<file path="src/rtl/uart_rx_pkg.sv">
package uart_rx_pkg;

    localparam int CHAR_W = 8;

    typedef enum logic [2:0] {
        PAR_EVEN = 3'd0,
        PAR_ODD  = 3'd1,
        PAR_ZERO = 3'd2,
        PAR_ONE  = 3'd3,
        PAR_NONE = 3'd4
    } par_mode_e;

    typedef enum logic [2:0] {
        ST_IDLE,
        ST_START,
        ST_DATA,
        ST_PAR,
        ST_STOP
    } rx_state_e;

    typedef struct packed {
        logic [CHAR_W-1:0] data;
        logic              par_bad;
    } rx_char_t;

    // Modes 4..7 carry no parity bit.
    function automatic logic parity_used(input logic [2:0] mode);
        return mode < 3'd4;
    endfunction

    function automatic logic parity_expect(input logic [2:0] mode,
                                           input logic [CHAR_W-1:0] d);
        case (mode)
            3'd0:    return ^d;
            3'd1:    return ~(^d);
            3'd2:    return 1'b0;
            default: return 1'b1;
        endcase
    endfunction

endpackage

</file>
<file path="src/rtl/uart_rx_sync.sv">
module uart_rx_sync #(
    parameter int STAGES = 2
) (
    input  logic clk,
    input  logic rst,
    input  logic din,
    output logic dout
);
    logic [STAGES-1:0] chain;

    always_ff @(posedge clk) begin
        if (rst) chain <= '1;
        else     chain <= {chain[STAGES-2:0], din};
    end

    assign dout = chain[STAGES-1];
endmodule

</file>
<file path="src/rtl/uart_rx_frame.sv">
module uart_rx_frame
    import uart_rx_pkg::*;
#(
    parameter int OVS = 16
) (
    input  logic       clk,
    input  logic       rst,
    input  logic       samp_en,
    input  logic       rx,
    input  logic [2:0] par_mode,
    output logic       done,
    output rx_char_t   chr
);
    localparam int CNT_W = $clog2(OVS);
    localparam int HALF  = OVS / 2;
    localparam int BIT_W = $clog2(CHAR_W);
    localparam logic [CNT_W-1:0] HALF_END = CNT_W'(HALF - 1);
    localparam logic [CNT_W-1:0] FULL_END = CNT_W'(OVS - 1);
    localparam logic [BIT_W-1:0] LAST_BIT = BIT_W'(CHAR_W - 1);

    rx_state_e         state;
    logic [CNT_W-1:0]  cnt;
    logic [BIT_W-1:0]  bidx;
    logic [CHAR_W-1:0] shreg;
    logic              rx_prev;
    logic              pbad;

    always_ff @(posedge clk) begin
        if (rst) begin
            state   <= ST_IDLE;
            cnt     <= '0;
            bidx    <= '0;
            shreg   <= '0;
            rx_prev <= 1'b1;
            pbad    <= 1'b0;
            done    <= 1'b0;
            chr     <= '0;
        end else begin
            done <= 1'b0;
            if (samp_en) begin
                rx_prev <= rx;
                case (state)
                    ST_IDLE: begin
                        if (rx_prev && !rx) begin
                            state <= ST_START;
                            cnt   <= '0;
                            pbad  <= 1'b0;
                        end
                    end
                    ST_START: begin
                        if (cnt == HALF_END) begin
                            cnt   <= '0;
                            bidx  <= '0;
                            state <= rx ? ST_IDLE : ST_DATA;
                        end else begin
                            cnt <= cnt + 1'b1;
                        end
                    end
                    ST_DATA: begin
                        if (cnt == FULL_END) begin
                            cnt   <= '0;
                            shreg <= {rx, shreg[CHAR_W-1:1]};
                            if (bidx == LAST_BIT)
                                state <= parity_used(par_mode) ? ST_PAR : ST_STOP;
                            else
                                bidx <= bidx + 1'b1;
                        end else begin
                            cnt <= cnt + 1'b1;
                        end
                    end
                    ST_PAR: begin
                        if (cnt == FULL_END) begin
                            cnt   <= '0;
                            pbad  <= (rx != parity_expect(par_mode, shreg));
                            state <= ST_STOP;
                        end else begin
                            cnt <= cnt + 1'b1;
                        end
                    end
                    ST_STOP: begin
                        if (cnt == FULL_END) begin
                            cnt         <= '0;
                            done        <= 1'b1;
                            chr.data    <= shreg;
                            chr.par_bad <= parity_used(par_mode) && pbad;
                            state       <= ST_IDLE;
                        end else begin
                            cnt <= cnt + 1'b1;
                        end
                    end
                    default: state <= ST_IDLE;
                endcase
            end
        end
    end
endmodule

</file>
<file path="src/rtl/uart_rx_status.sv">
module uart_rx_status
    import uart_rx_pkg::*;
(
    input  logic              clk,
    input  logic              rst,
    input  logic              done,
    input  rx_char_t          chr,
    input  logic              rd_hold,
    input  logic              rst_sts,
    output logic [CHAR_W-1:0] hold_data,
    output logic              rdy,
    output logic              ovr,
    output logic              perr
);
    always_ff @(posedge clk) begin
        if (rst) begin
            hold_data <= '0;
            rdy       <= 1'b0;
            ovr       <= 1'b0;
            perr      <= 1'b0;
        end else begin
            if (done) begin
                hold_data <= chr.data;
                rdy       <= 1'b1;
            end else if (rd_hold) begin
                rdy <= 1'b0;
            end

            // A read in the same cycle consumes the old character.
            if (done && rdy && !rd_hold) ovr <= 1'b1;
            else if (rst_sts)            ovr <= 1'b0;

            if (done && chr.par_bad) perr <= 1'b1;
            else if (rst_sts)        perr <= 1'b0;
        end
    end
endmodule

</file>
<file path="src/rtl/dbg_uart_rx.sv">
module dbg_uart_rx
    import uart_rx_pkg::*;
#(
    parameter int OVS         = 16,
    parameter int SYNC_STAGES = 2
) (
    input  logic       clk,
    input  logic       rst,
    input  logic       samp_en,
    input  logic       rx_in,
    input  logic       rd_hold,
    input  logic       rst_sts,
    input  logic [2:0] par_mode,
    output logic [7:0] hold_data,
    output logic       rx_ready,
    output logic       ovr_flag,
    output logic       par_err
);
    logic     rx_s;
    logic     frm_done;
    rx_char_t frm_chr;

    uart_rx_sync #(.STAGES(SYNC_STAGES)) u_sync (
        .clk  (clk),
        .rst  (rst),
        .din  (rx_in),
        .dout (rx_s)
    );

    uart_rx_frame #(.OVS(OVS)) u_frame (
        .clk      (clk),
        .rst      (rst),
        .samp_en  (samp_en),
        .rx       (rx_s),
        .par_mode (par_mode),
        .done     (frm_done),
        .chr      (frm_chr)
    );

    uart_rx_status u_status (
        .clk       (clk),
        .rst       (rst),
        .done      (frm_done),
        .chr       (frm_chr),
        .rd_hold   (rd_hold),
        .rst_sts   (rst_sts),
        .hold_data (hold_data),
        .rdy       (rx_ready),
        .ovr       (ovr_flag),
        .perr      (par_err)
    );
endmodule

</file>
<file path="config.mk">
export PLATFORM = sky130hd
export DESIGN_NAME = dbg_uart_rx
export DESIGN_NICKNAME = d
export VERILOG_FILES = /design/src/rtl/uart_rx_pkg.sv /design/src/rtl/uart_rx_sync.sv /design/src/rtl/uart_rx_frame.sv /design/src/rtl/uart_rx_status.sv /design/src/rtl/dbg_uart_rx.sv
export SDC_FILE = /design/constraint.sdc
export NUM_CORES = 1
export LEC_CHECK = 0
export CAP_MARGIN = 20
export CORE_ASPECT_RATIO = 0.9
export CORE_MARGIN = 4
export CORE_UTILIZATION = 45
export CTS_BUF_LIST = sky130_fd_sc_hd__clkbuf_8
export DETAILED_ROUTE_END_ITERATION = 10
export DONT_BUFFER_PORTS = 1
export PLACE_DENSITY = 0.64
export SLEW_MARGIN = 10
export SYNTH_ARGS = -nofsm -noshare
export SYNTH_HDL_FRONTEND = slang
export SYNTH_HIERARCHICAL = 1
export SYNTH_SLANG_ARGS = --single-unit
export TNS_END_PERCENT = 30
</file>
<file path="constraint.sdc">
create_clock -name clk -period 2.6 [get_ports clk]
set_input_delay 0.52 -clock clk [delete_from_list [all_inputs] [get_ports clk]]
set_output_delay 0.52 -clock clk [all_outputs]
set_load 0.1 [all_outputs]
</file>
# [After elaboration in Yosys (flattened, before gate mapping)]
# Cells that the tools add are included.
[word_totals] reg_bits=43 elab_cells=92 out_inout_bits=11 inputBits=9
[classes] n_eq_ne=17 addsub=2 reduce_logical=24 bitwise_logic=3 n_lt_le_gt_ge=1 mux=31
[ops] operator="3-bit two-way mux" count=10
[ops] operator="3-bit case mux with 5 select lines" count=1
[ops] operator="1-bit two-way mux" count=12
[ops] operator="4-bit two-way mux" count=3
[ops] operator="2-bit by 1-bit != test with 1-bit output (second input constant)" count=6
[ops] operator="4-bit case mux with 3 select lines" count=1
[ops] operator="2-bit nonzero test" count=5
[ops] operator="3-bit by 2-bit equality test with 1-bit output (second input constant)" count=3
[ops] operator="3-bit AND reduction" count=3
[ops] operator="8-bit XOR reduction" count=1
[ops] operator="7-bit AND reduction" count=1
[ops] operator="3-bit by 1-bit equality test with 1-bit output (second input constant)" count=2
[ops] operator="3-bit equality test (second input constant)" count=2
[ops] operator="3-bit logical NOT" count=2
[ops] operator="3-bit case mux with 2 select lines" count=1
[ops] operator="3-bit OR reduction" count=2
[ops] operator="1-bit logical AND" count=5
[ops] operator="5-bit AND reduction" count=1
[ops] operator="4-bit by 1-bit adder with 4-bit output (second input constant)" count=1
[ops] operator="4-bit by 3-bit equality test with 1-bit output (second input constant)" count=1
[ops] operator="4-bit equality test (second input constant)" count=1
[ops] operator="4-bit AND reduction" count=1
[ops] operator="3-bit by 1-bit adder with 3-bit output (second input constant)" count=1
[ops] operator="3-bit less-than comparator (second input constant)" count=1
[ops] operator="other kinds (8)" count=11

# [Longest topological paths before layout]
# Gate-level depths: netlist of run 1.
[depth] ltp_word=10 depth_mapped=7 mapped_depth_nobuf=7

# [Modules after synthesis]
# The synthesis of run 1 kept the hierarchy.
[modules_own_cells] mod="uart_rx_frame" area_each_um2=1502.7 seq_area_each_um2=600.6 cells_per_inst=166 instances=1
[modules_own_cells] mod="uart_rx_status" area_each_um2=400.4 seq_area_each_um2=220.2 cells_per_inst=37 instances=1
[modules_own_cells] mod="uart_rx_sync" area_each_um2=52.6 seq_area_each_um2=40.0 cells_per_inst=4 instances=1

# [Worst setup path before layout of run 1]
# No wires, ideal clock.
[synth_path] path_type="flip-flop to flip-flop" startpoint="reg u_frame.bidx[0]" endpoint="reg u_frame.bidx[0]" t_required_ns=2.530 arrival_ns=1.994 period_less_slack_ns=2.064 path_buffers=0 path_stages_with_launch=8 setup_slack_ns=0.536 setup_ns=0.070 path_cell_list="dfxtp_1 ha_1 ha_1 nor4bb_1 a21oi_1 or4b_4 or4_1 a21oi_1"
[synth_between] elab_chain_cells=4 word_cells_on_any_way=7 classes_between="add/sub: 1; eq/ne: 2; mux: 3; reduce/logical: 1"
[synth_rtl] item="start: declaration" line="uart_rx_frame.sv:23" text="logic [BIT_W-1:0] bidx;"
[synth_rtl] item="start signal: assignment" line="uart_rx_frame.sv:66" text="bidx <= bidx + 1'b1;"
[synth_rtl] item="3-bit by 1-bit adder with 3-bit output" line="uart_rx_frame.sv:66"
[synth_rtl] item="3-bit two-way mux" line="uart_rx_frame.sv:63" text="if (bidx == LAST_BIT)"
[synth_rtl] item="3-bit two-way mux" line="uart_rx_frame.sv:60" text="if (cnt == FULL_END) begin"
[synth_rtl] item="3-bit case mux with 2 select lines" line="uart_rx_frame.sv:42" text="case (state)"
# Several ways; a longest one is shown, not always the timed one. The select of a mux whose other input is x is not followed.
# A chain may end at the register's enable or synchronous reset.

# [Worst setup path after layout of run 1]
# Same ends and word-level chain as after synthesis.

==> results.tsv, run 1 <==
stage	metric	value	unit
die	dieHeight	70.5	µm
cells_and_area	ff_latch_area	861	µm²
critical_path	crit_type	flop to flop	
yosys	yosysWarnings	6	
global_routing	antenna_found_initial	0	
sta	min_period_over_period	88.9	%
cells_and_area	insertedDiodeCount	0	
routing	dr.pass1.iters	5	
critical_path	reg2reg_slack	290	ps
clock_network	root_buffer	clkbuf_8	
sta	relSlewSlack	52.4	%
clock_network	h-tree-depth	2	
routing	route.detailed.drc	0	
power	swShare	19.7	%
worst_hold_path	holdPathStages	1	
sta	rsz0062_at_grt	no	
critical_path	r2r_cells	7	
cells_and_area	layout-drive-gt1-share	15.2	%
yosys	netlist_instances	207	
die	rows	22	
sta	tns	0	ps
yosys	synth_edf_count	0	
die	die_w	77.5	µm
yosys	synth_seq_area_share	44.0	%
worst_hold_path	min_to	u_status/perr$_SDFFE_PP0P_	
power	clkPwrFrac	41.7	%
global_routing	grt_max_degree	46	
sta	worstMarginPinSlew	709	ps
cells_and_area	multiInputGateArea	0.00101	mm²
yosys	synth-seq-cells	43	
clock_network	cts_made_buffers	5	
die	initial_core_util	47.4	%
critical_path	cp_slowest_cell	or4b_4	
yosys	synth.distinct_cells	50	
worst_hold_path	hp-start	rst	
clock_network	cts_tree	yes	
clock_network	cts_buffer_depth	2	
place	place_hpwl	2540	µm
sta	maxSlewViolCount	0	
power	comb_power_share	2.0	%
die	coreArea	0.00413	mm²
routing	drtAntennaViolNets	0	
run	maxCapViolCount	0	
critical_path	reg2reg_to	u_frame/bidx[0]$_SDFFE_PP0P_	
power	switchingPower	0.000233	W
clock_network	path_clk_slew	80	ps
place	placed_cells	258	
power	p_total	0.00119	W
place	gp_congestion	0.842	
power	powerDensity	553	mW/mm²
sta	fin_ws	288	ps
sta	fmax	433	MHz
cells_and_area	instances_no_fill	265	
routing	vias_per_cell	5.50	
global_routing	grt_pass1_wl	6350	µm
power	seqPwrFrac	56.2	%
yosys	syn_area	0.00196	mm²
place	portBuffers	0	
routing	drt_wl_total	3610	µm
yosys	synth_area_per_cell	9.45	µm²
cells_and_area	fin_nets	229	
yosys	synth_flop_cell	dfxtp_1	
critical_path	end_kind	flop	
sta	skew	5.88	ps
global_routing	grt_use_total	14.1	%
global_routing	grt_pass1_vias	1407	
sta	whs	291	ps
routing	num_vias	1457	
place	place_ws	334	ps
clock_network	cts_resized	0	
critical_path	critPathArrivalTime	2520	ps
power	leakage	0.746	nW
routing	routed_wire_length_per_instance	13.6	µm
critical_path	crit_path_start	u_frame/bidx[0]$_SDFFE_PP0P_	
die	ios	20	
sta	setup_violations	0	
routing	initialDrtViolationCount	92	
clock_network	postCtsHoldBufs	0	
sta	layout_min_cycle_time	2310	ps
clock_network	clk_latency	280	ps
critical_path	start_kind	flop	
clock_network	clock-sinks	43	
critical_path	crit_chain	ha_1 > ha_1 > nor4bb_1 > a21oi_1 > or4b_4 > or4_1 > a21oi_1	
yosys	async_reset_ff_share	0	%
global_routing	grt_overflow_total	0	
critical_path	max_stage_delay	540	ps
cells_and_area	syn2layout_area_growth	9.72	%
worst_hold_path	hp-class	input port to flop	
critical_path	r2r_start	u_frame/bidx[0]$_SDFFE_PP0P_	
power	ir_drop	448	µV
power	internal_power	0.000954	W
sta	hold_viol_final	0	
critical_path	crit_fanout	6	
yosys	syn_nets	219	
cells_and_area	nFillCells	382	
outcome	outcome	finished, final reports clean	
critical_path	cp.required	2810	ps
clock_network	cts_setup_buffers	0	
die	die_area	0.00547	mm²
[layout by cell type, fill, tap and decap left out, types with 3 or more instances in the layout]
cell type  instances
a211oi_1           4
a21oi_1           10
buf_4             12
clkbuf_8           5
dfxtp_1           43
ha_1               3
mux2i_1           28
nand2_1           13
nand2b_1           3
nand3_1            3
nor2_1            36
nor3_1             4
o21ai_0            4
or2_2              4
xnor2_1            5
[worst max path at each step]
stage	cells past startpoint	endpoint
after floorplan	7	u_frame/bidx[0]$_SDFFE_PP0P_
after global placement	7	u_frame/bidx[0]$_SDFFE_PP0P_
after detailed placement	7	u_frame/bidx[0]$_SDFFE_PP0P_
after CTS	7	u_frame/bidx[0]$_SDFFE_PP0P_
after global routing	7	u_frame/bidx[0]$_SDFFE_PP0P_
final	7	u_frame/bidx[0]$_SDFFE_PP0P_
[cells in the mapped netlist (2+ instances only)]
cell	n	share of area, %
dfxtp_1	43	44
nor2_1	36	6.9
mux2i_1	28	14
nand2_1	13	2.5
a21oi_1	10	2.6
xnor2_1	5	2.2
a211oi_1	4	1.5
clkbuf_1	4	0.77
nor3_1	4	1.0
o21ai_0	4	1.0
or2_2	4	1.3
buf_6	3	1.7
ha_1	3	1.9
nand2b_1	3	0.96
nand3_1	3	0.77
inv_1	2	0.38
nand3b_1	2	0.77
nor2b_1	2	0.64
or2_1	2	0.64
xor2_1	2	0.90
[power groups by stage]
stage	sequential (W)	combinational (W)	clock, W
final	0.000667	0.0000243	0.000496
after global routing	0.000669	0.0000273	0.000541
after CTS	0.000667	0.0000242	0.000515
after detailed placement	0.000683	0.0000239	0
after global placement	0.000683	0.0000231	0
after floorplan	0.000678	0.0000365	0
[layer usage]
layer	track usage, %	share of wire (%)
met1	18.5	48
met2	22.1	46
met3	4.20	5.0
met4	5.14	1.0
met5	0	0
[critical path: cells and delay by family (launching register included)]
kind | cells | cell delay (ps)
AOI/OAI and AO/OA | 2 | 260
DFF | 1 | 330
adders and majority gates | 2 | 390
and+or+nand+nor | 3 | 1260
[sequential cells by signal, summed over array words and instances, names as in the netlist]
register	cells
u_frame/cnt	4
u_frame/bidx	3
u_frame/rx_prev	1
u_status/hold_data	8
u_sync/chain	2
u_frame/done	1
u_frame/chr	9
u_frame/state	3
u_frame/pbad	1
u_status/ovr	1
u_status/perr	1
u_frame/shreg	8
u_status/rdy	1
[through the flow]
step	area, µm²	utilization (%)
3_5_place_dp	2040	49.4
6_report	2150	52.0
5_1_grt	2150	52.0
2_1_floorplan	1960	-
3_3_place_gp	2040	49.4
4_1_cts	2150	52.0
[logic make-up after synthesis]
logic type	Yosys count	share of synthesized area, %
AOI/OAI and AO/OA	29	10.0
DFF	43	44.0
buffers and inverters	12	4.09
muxes	28	14.3
xor gates and xnor gates	7	3.14
adders and majority gates	3	1.92
and+or+nand+nor	85	22.5
[layout make-up]
cell class                      instances  area share [%]
Multi-Input combinational cell        152            47.3
Inverter                                3           0.641
Tap cell                               48            2.80
Clock inverter                          2            1.75
Sequential cell                        43            40.1
Clock buffer                            5            3.21
Timing Repair Buffer                   12            4.20
No activity file was read; power rests on OpenSTA's default activity.
==> run 2, diff against run 1 <==
--- a/config.mk
+++ b/config.mk
@@ -5,6 +5,7 @@
 export SDC_FILE = /design/constraint.sdc
 export NUM_CORES = 1
 export LEC_CHECK = 0
+export ABC_AREA = 1
 export CAP_MARGIN = 20
 export CORE_ASPECT_RATIO = 0.9
 export CORE_MARGIN = 4
==> results.tsv, run 2 <==
stage	metric	value	unit
outcome	outcome	finished, final reports clean	
critical_path	end_kind	output pin	
critical_path	crit_fanout	2	
die	coreArea	0.00413	mm²
cells_and_area	mostFrequentLayoutCells	69 x nand2_1, 43 x dfxtp_1, 37 x a21oi_1	
die	ios	20	
yosys	synth_edf_count	0	
clock_network	h-tree-depth	2	
routing	route.detailed.drc	0	
sta	fmax	561	MHz
cells_and_area	largest_reg_flops	9	
global_routing	grt_pass1_wl	6520	µm
clock_network	cts_made_buffers	5	
sta	min_period_over_period	68.5	%
routing	routed_wire_length_per_instance	11.6	µm
die	die_w	77.2	µm
routing	initialDrtViolationCount	101	
critical_path	critPathArrivalTime	1260	ps
global_routing	grt_use_total	14.8	%
die	initial_core_util	47.0	%
clock_network	cts_buffer_depth	2	
clock_network	clk_latency	300	ps
cells_and_area	insertedDiodeCount	0	
place	gp_congestion	0.851	
global_routing	grt_pass1_vias	1484	
yosys	async_reset_ff_share	0	%
routing	dr.pass1.iters	4	
routing	vias_per_cell	4.99	
place	portBuffers	0	
die	die_area	0.00543	mm²
yosys	synth_area_per_cell	7.47	µm²
yosys	yosys-top-cells-count	69 x nand2_1, 43 x dfxtp_1, 37 x a21oi_1	
clock_network	clock-sinks	43	
yosys	yosysWarnings	6	
routing	drt_wl_total	3700	µm
global_routing	antenna_found_initial	0	
yosys	synth.largest_area_cell	dfxtp_1	
clock_network	cts_setup_buffers	0	
sta	hold_viol_final	0	
worst_hold_path	hp-class	input port to flop	
cells_and_area	syn2layout_area_growth	9.66	%
yosys	syn_area	0.00194	mm²
routing	num_vias	1596	
run	maxCapViolCount	0	
sta	maxSlewViolCount	0	
yosys	synth_flop_cell	dfxtp_1	
yosys	synth.top_cells.by_area	dfxtp_1 44%, nand2_1 13%, a21oi_1 9.5%	
place	place_ws	979	ps
yosys	syn_nets	272	
sta	fin_ws	818	ps
yosys	yosysTopAreaCellShare	44.3	%
sta	layout_min_cycle_time	1780	ps
yosys	synth.distinct_cells	33	
power	leakage	0.899	nW
clock_network	cts_resized	0	
sta	skew	6.64	ps
yosys	synth_most_common_cell	nand2_1	
cells_and_area	finish.utilization	51.6	%
die	rows	22	
power	powerDensity	732	mW/mm²
cells_and_area	layout-drive-gt1-share	16.5	%
clock_network	root_buffer	clkbuf_8	
die	dieHeight	70.3	µm
clock_network	cts_tree	yes	
clock_network	path_clk_slew	80	ps
cells_and_area	fin_nets	283	
critical_path	start_kind	flop	
yosys	netlist_instances	260	
sta	rsz0062_at_grt	no	
critical_path	crit_type	flop to output pin	
global_routing	grt_max_degree	23	
sta	tns	0	ps
cells_and_area	final_common_cell	nand2_1	
critical_path	cp.required	2080	ps
yosys	synth-seq-cells	43	
place	place_hpwl	2700	µm
routing	drtAntennaViolNets	0	
sta	setup_violations	0	
sta	relSlewSlack	36.0	%
power	ir_drop	328	µV
cells_and_area	layout_top_registers	u_frame/chr x9, u_frame/shreg x8, u_status/hold_data x8	
cells_and_area	regMostFlops	u_frame/chr	
sta	worstMarginPinSlew	959	ps
clock_network	postCtsHoldBufs	0	
global_routing	grt_overflow_total	0	
yosys	synth_seq_area_share	44.3	%
## run 2: changes by cell type after synthesis, sizes merged, moves of 4 or more
| cell | before | now |
|---|---|---|
| or2 | 6 | 0 |
| o21ai | 4 | 26 |
| inv | 3 | 34 |
| a21oi | 10 | 40 |
| nand2b | 4 | 0 |
| xnor2 | 5 | 0 |
| nand2 | 14 | 70 |
| nor2 | 37 | 13 |
| nand3 | 3 | 12 |
| mux2i | 28 | 0 |
## run 2: report_power, final
part | total, W | internal [W] | switching [W] | leakage, nW
sequential | 0.000730 | 0.000688 | 0.0000418 | 0.347
clock | 0.000411 | 0.000184 | 0.000227 | 0.0453
combinational | 0.000418 | 0.000138 | 0.000280 | 0.506
total | 0.00156 | 0.00101 | 0.000549 | 0.899
## run 2: cell families (layout without fill, tap and decap cells)
kind of cell | Yosys count | in the layout | share of synthesized area [%]
simple gates | 100 | 100 | 23.5
compound gates | 71 | 71 | 20.9
flops | 43 | 43 | 44.3
buf+inv | 42 | 54 | 8.89
fa+ha+maj | 3 | 3 | 1.93
xor+xnor | 1 | 1 | 0.451
## run 2: area by class of cell
cell class	count	area, µm²
Clock inverter	3	16.3
Inverter	35	133
Fill cell	412	2000
Timing Repair Buffer	11	82.6
Clock buffer	5	68.8
Multi-Input combinational cell	175	908
Sequential cell	43	861
Tap cell	48	60.1
## run 2: routing by layer
metal	track usage [%]	up-vias	wire length (µm)
met5	0	-	0
met4	5.34	0	62
met3	5.03	7	173
met2	20.7	33	1370
met1	20.8	691	2090
li1	-	865	-
## run 2: worst paths after layout
kind / cells after the start / slack, ps / startpoint / to
worst max-delay path: 0 / 820 / u_status/hold_data[0]$_SDFFE_PP0P_ / hold_data[0]
worst min-delay path: 1 / 270 / rst / u_status/hold_data[7]$_SDFFE_PP0P_
worst max register to register: 6 / 980 / u_frame/cnt[0]$_SDFFE_PP0P_ / u_frame/shreg[0]$_SDFFE_PP0P_
worst min register to register: 2 / 410 / u_sync/chain[0]$_SDFF_PP1_ / u_sync/chain[1]$_SDFF_PP1_
## run 2: per-stage QoR
stage / area, µm² / std cells / hold WS (ps) / total power [W]
6_report: 2130 / 320 / 271 / 0.00156
5_1_grt: 2130 / 320 / 256 / 0.00166
4_1_cts: 2130 / 320 / 261 / 0.00158
3_5_place_dp: 2040 / 312 / 397 / 0.00117
3_3_place_gp: 2040 / 312 / 390 / 0.00116
2_1_floorplan: 1940 / 260 / 387 / 0.00110
==> run 3, diff against run 2 <==
--- a/config.mk
+++ b/config.mk
@@ -13,7 +13,7 @@
 export CTS_BUF_LIST = sky130_fd_sc_hd__clkbuf_8
 export DETAILED_ROUTE_END_ITERATION = 10
 export DONT_BUFFER_PORTS = 1
-export PLACE_DENSITY = 0.64
+export PLACE_DENSITY = 0.66
 export SLEW_MARGIN = 10
 export SYNTH_ARGS = -nofsm -noshare
 export SYNTH_HDL_FRONTEND = slang
==> constraint.sdc (replaced) <==
create_clock -name clk -period 1.5 [get_ports clk]
set_input_delay 0.3 -clock clk [delete_from_list [all_inputs] [get_ports clk]]
set_output_delay 0.3 -clock clk [all_outputs]
set_load 0.1 [all_outputs]
==> results.tsv, run 3 (same netlist as run 2, synthesis figures left out) <==
stage	metric	value	unit
cells_and_area	insertedDiodeCount	0	
cells_and_area	regMostFlops	u_frame/chr	
power	p_total	0.00293	W
clock_network	clk_latency	300	ps
critical_path	reg2reg_to	u_frame/bidx[2]$_SDFFE_PP0P_	
global_routing	grt_use_total	15.7	%
sta	maxSlewViolCount	0	
sta	worstMarginPinSlew	433	ps
global_routing	grt_pass1_vias	1521	
cells_and_area	nFillCells	382	
worst_hold_path	holdPathStages	1	
critical_path	crit_path_start	u_frame/state[1]$_SDFFE_PP0P_	
die	die_w	77.2	µm
clock_network	clock-sinks	43	
routing	route.detailed.drc	0	
power	leakage	0.964	nW
worst_hold_path	min_to	u_status/hold_data[7]$_SDFFE_PP0P_	
die	dieHeight	70.3	µm
die	ios	20	
place	place_hpwl	2730	µm
sta	fmax	661	MHz
sta	rsz0062_at_grt	yes	
clock_network	path_clk_slew	90	ps
die	die_area	0.00543	mm²
cells_and_area	postLayoutCellArea	0.00229	mm²
global_routing	antenna_found_initial	0	
outcome	failed_checks	negative setup slack	
routing	vias_per_cell	4.92	
clock_network	root_buffer	clkbuf_8	
critical_path	crit_type	flop to flop	
critical_path	r2r_cells	10	
critical_path	cp.required	1690	ps
die	initial_core_util	47.0	%
power	ir_drop	556	µV
cells_and_area	layout_top_registers	u_frame/chr x9, u_frame/shreg x8, u_status/hold_data x8	
routing	dr.pass1.iters	4	
run	maxCapViolCount	0	
cells_and_area	fin_nets	297	
routing	routed_wire_length_per_instance	11.6	µm
critical_path	end_kind	flop	
clock_network	cts_tree	yes	
cells_and_area	syn2layout_area_growth	18.0	%
clock_network	cts_buffer_depth	2	
routing	drtAntennaViolNets	0	
routing	initialDrtViolationCount	151	
clock_network	postCtsHoldBufs	0	
global_routing	grt_pass1_wl	6860	µm
sta	min_period_over_period	101	%
place	portBuffers	0	
critical_path	r2r_start	u_frame/state[1]$_SDFFE_PP0P_	
cells_and_area	largest_reg_flops	9	
critical_path	reg2reg_slack	-10	ps
worst_hold_path	hp-start	rst	
sta	setup_violations	1	
sta	hold_viol_final	0	
global_routing	grt_max_degree	22	
outcome	outcome	complete, but fails checks	
clock_network	cts_made_buffers	5	
routing	drt_wl_total	3880	µm
sta	skew	7.08	ps
cells_and_area	mostFrequentLayoutCells	67 x nand2_1, 36 x a21oi_1, 36 x dfxtp_1	
place	placed_area	0.00210	mm²
critical_path	critPathArrivalTime	1700	ps
worst_hold_path	hp-class	input port to flop	
sta	fin_ws	-12.4	ps
critical_path	crit_fanout	7	
global_routing	grt_overflow_total	0	
sta	relSlewSlack	71.1	%
cells_and_area	final_common_cell	nand2_1	
sta	tns	-12.4	ps
die	coreArea	0.00413	mm²
clock_network	h-tree-depth	2	
cells_and_area	finish.utilization	55.5	%
cells_and_area	layout-drive-gt1-share	25.5	%
critical_path	start_kind	flop	
sta	layout_min_cycle_time	1510	ps
routing	num_vias	1643	
die	rows	22	
place	gp_congestion	0.831	
power	powerDensity	1280	mW/mm²
-- run 3: cell types whose count changed in the layout (fill, tap and decap cells not counted), moves of 2 or more --
cell | before | now
buf_4 | 11 | 25
o21ai_1 | 5 | 9
o21ai_0 | 18 | 13
dfxtp_2 | 0 | 7
dfxtp_1 | 43 | 36
nand2_2 | 1 | 3
nand2_1 | 69 | 67
-- run 3: through the flow --
stage          worst slack [ps]  cells  hold slack, ps
6_report                  -12.4    334            48.3
3_5_place_dp              -57.6    320             367
4_1_cts                    6.02    329            40.4
3_3_place_gp               16.9    320             365
2_1_floorplan              80.7    260             362
5_1_grt                    -107    334            29.9
-- run 3: area by class of cell --
type / instances / area, µm² / area share (%)
inverter: 35 / 135 / 5.90
timing repair buffer: 25 / 188 / 8.19
clock inverter: 3 / 23.8 / 1.04
clock buffer: 5 / 68.8 / 3.00
multi-input combinational: 175 / 946 / 41.3
tap: 48 / 60.1 / 2.62
sequential: 43 / 870 / 38.0
-- run 3: repair_timing --
item | 4_1_cts | 5_1_grt
pin swaps | 1 | 7
gates resized for setup | 3 | 18
endpoints found under the hold margin | 0 | 0
endpoints found under the setup margin | 9 | 26
setup buffers | 1 | 5
-- run 3: worst max-delay path, stage by stage (launching register included) --
cell     delay, ps
dfxtp_2        340
inv_2           50
nor2_4         140
inv_2           60
nor2_4         200
inv_2           80
nor2_4         190
o21ai_4         90
buf_4          140
nand2_1         60
a21oi_1         70
-- run 3: per-layer routing --
layer / global-route usage, % / routed length [µm]
met4: 7.11 / 76
met2: 21.6 / 1550
met1: 22.8 / 2100
met5: 0 / 0
met3: 3.87 / 153
-- run 3: power by group --
| part | switching, W | total, W | internal, W | leakage, nW |
|---|---|---|---|---|
| combinational | 0.000541 | 0.000900 | 0.000359 | 0.572 |
| sequential | 0.0000681 | 0.00127 | 0.00120 | 0.351 |
| clock | 0.000426 | 0.000759 | 0.000333 | 0.0408 |
-- run 3: worst max-delay path by stage --
| stage | endpoint | slack [ps] | cells past startpoint |
|---|---|---|---|
| after floorplan | u_frame/bidx[0]$_SDFFE_PP0P_ | 80 | 9 |
| after global placement | u_frame/bidx[0]$_SDFFE_PP0P_ | 20 | 9 |
| after detailed placement | u_frame/state[2]$_SDFFE_PP0P_ | -60 | 7 |
| after CTS | u_frame/state[2]$_SDFFE_PP0P_ | 6 | 7 |
| after global routing | u_frame/bidx[2]$_SDFFE_PP0P_ | -110 | 10 |
| final | u_frame/bidx[2]$_SDFFE_PP0P_ | -10 | 10 |
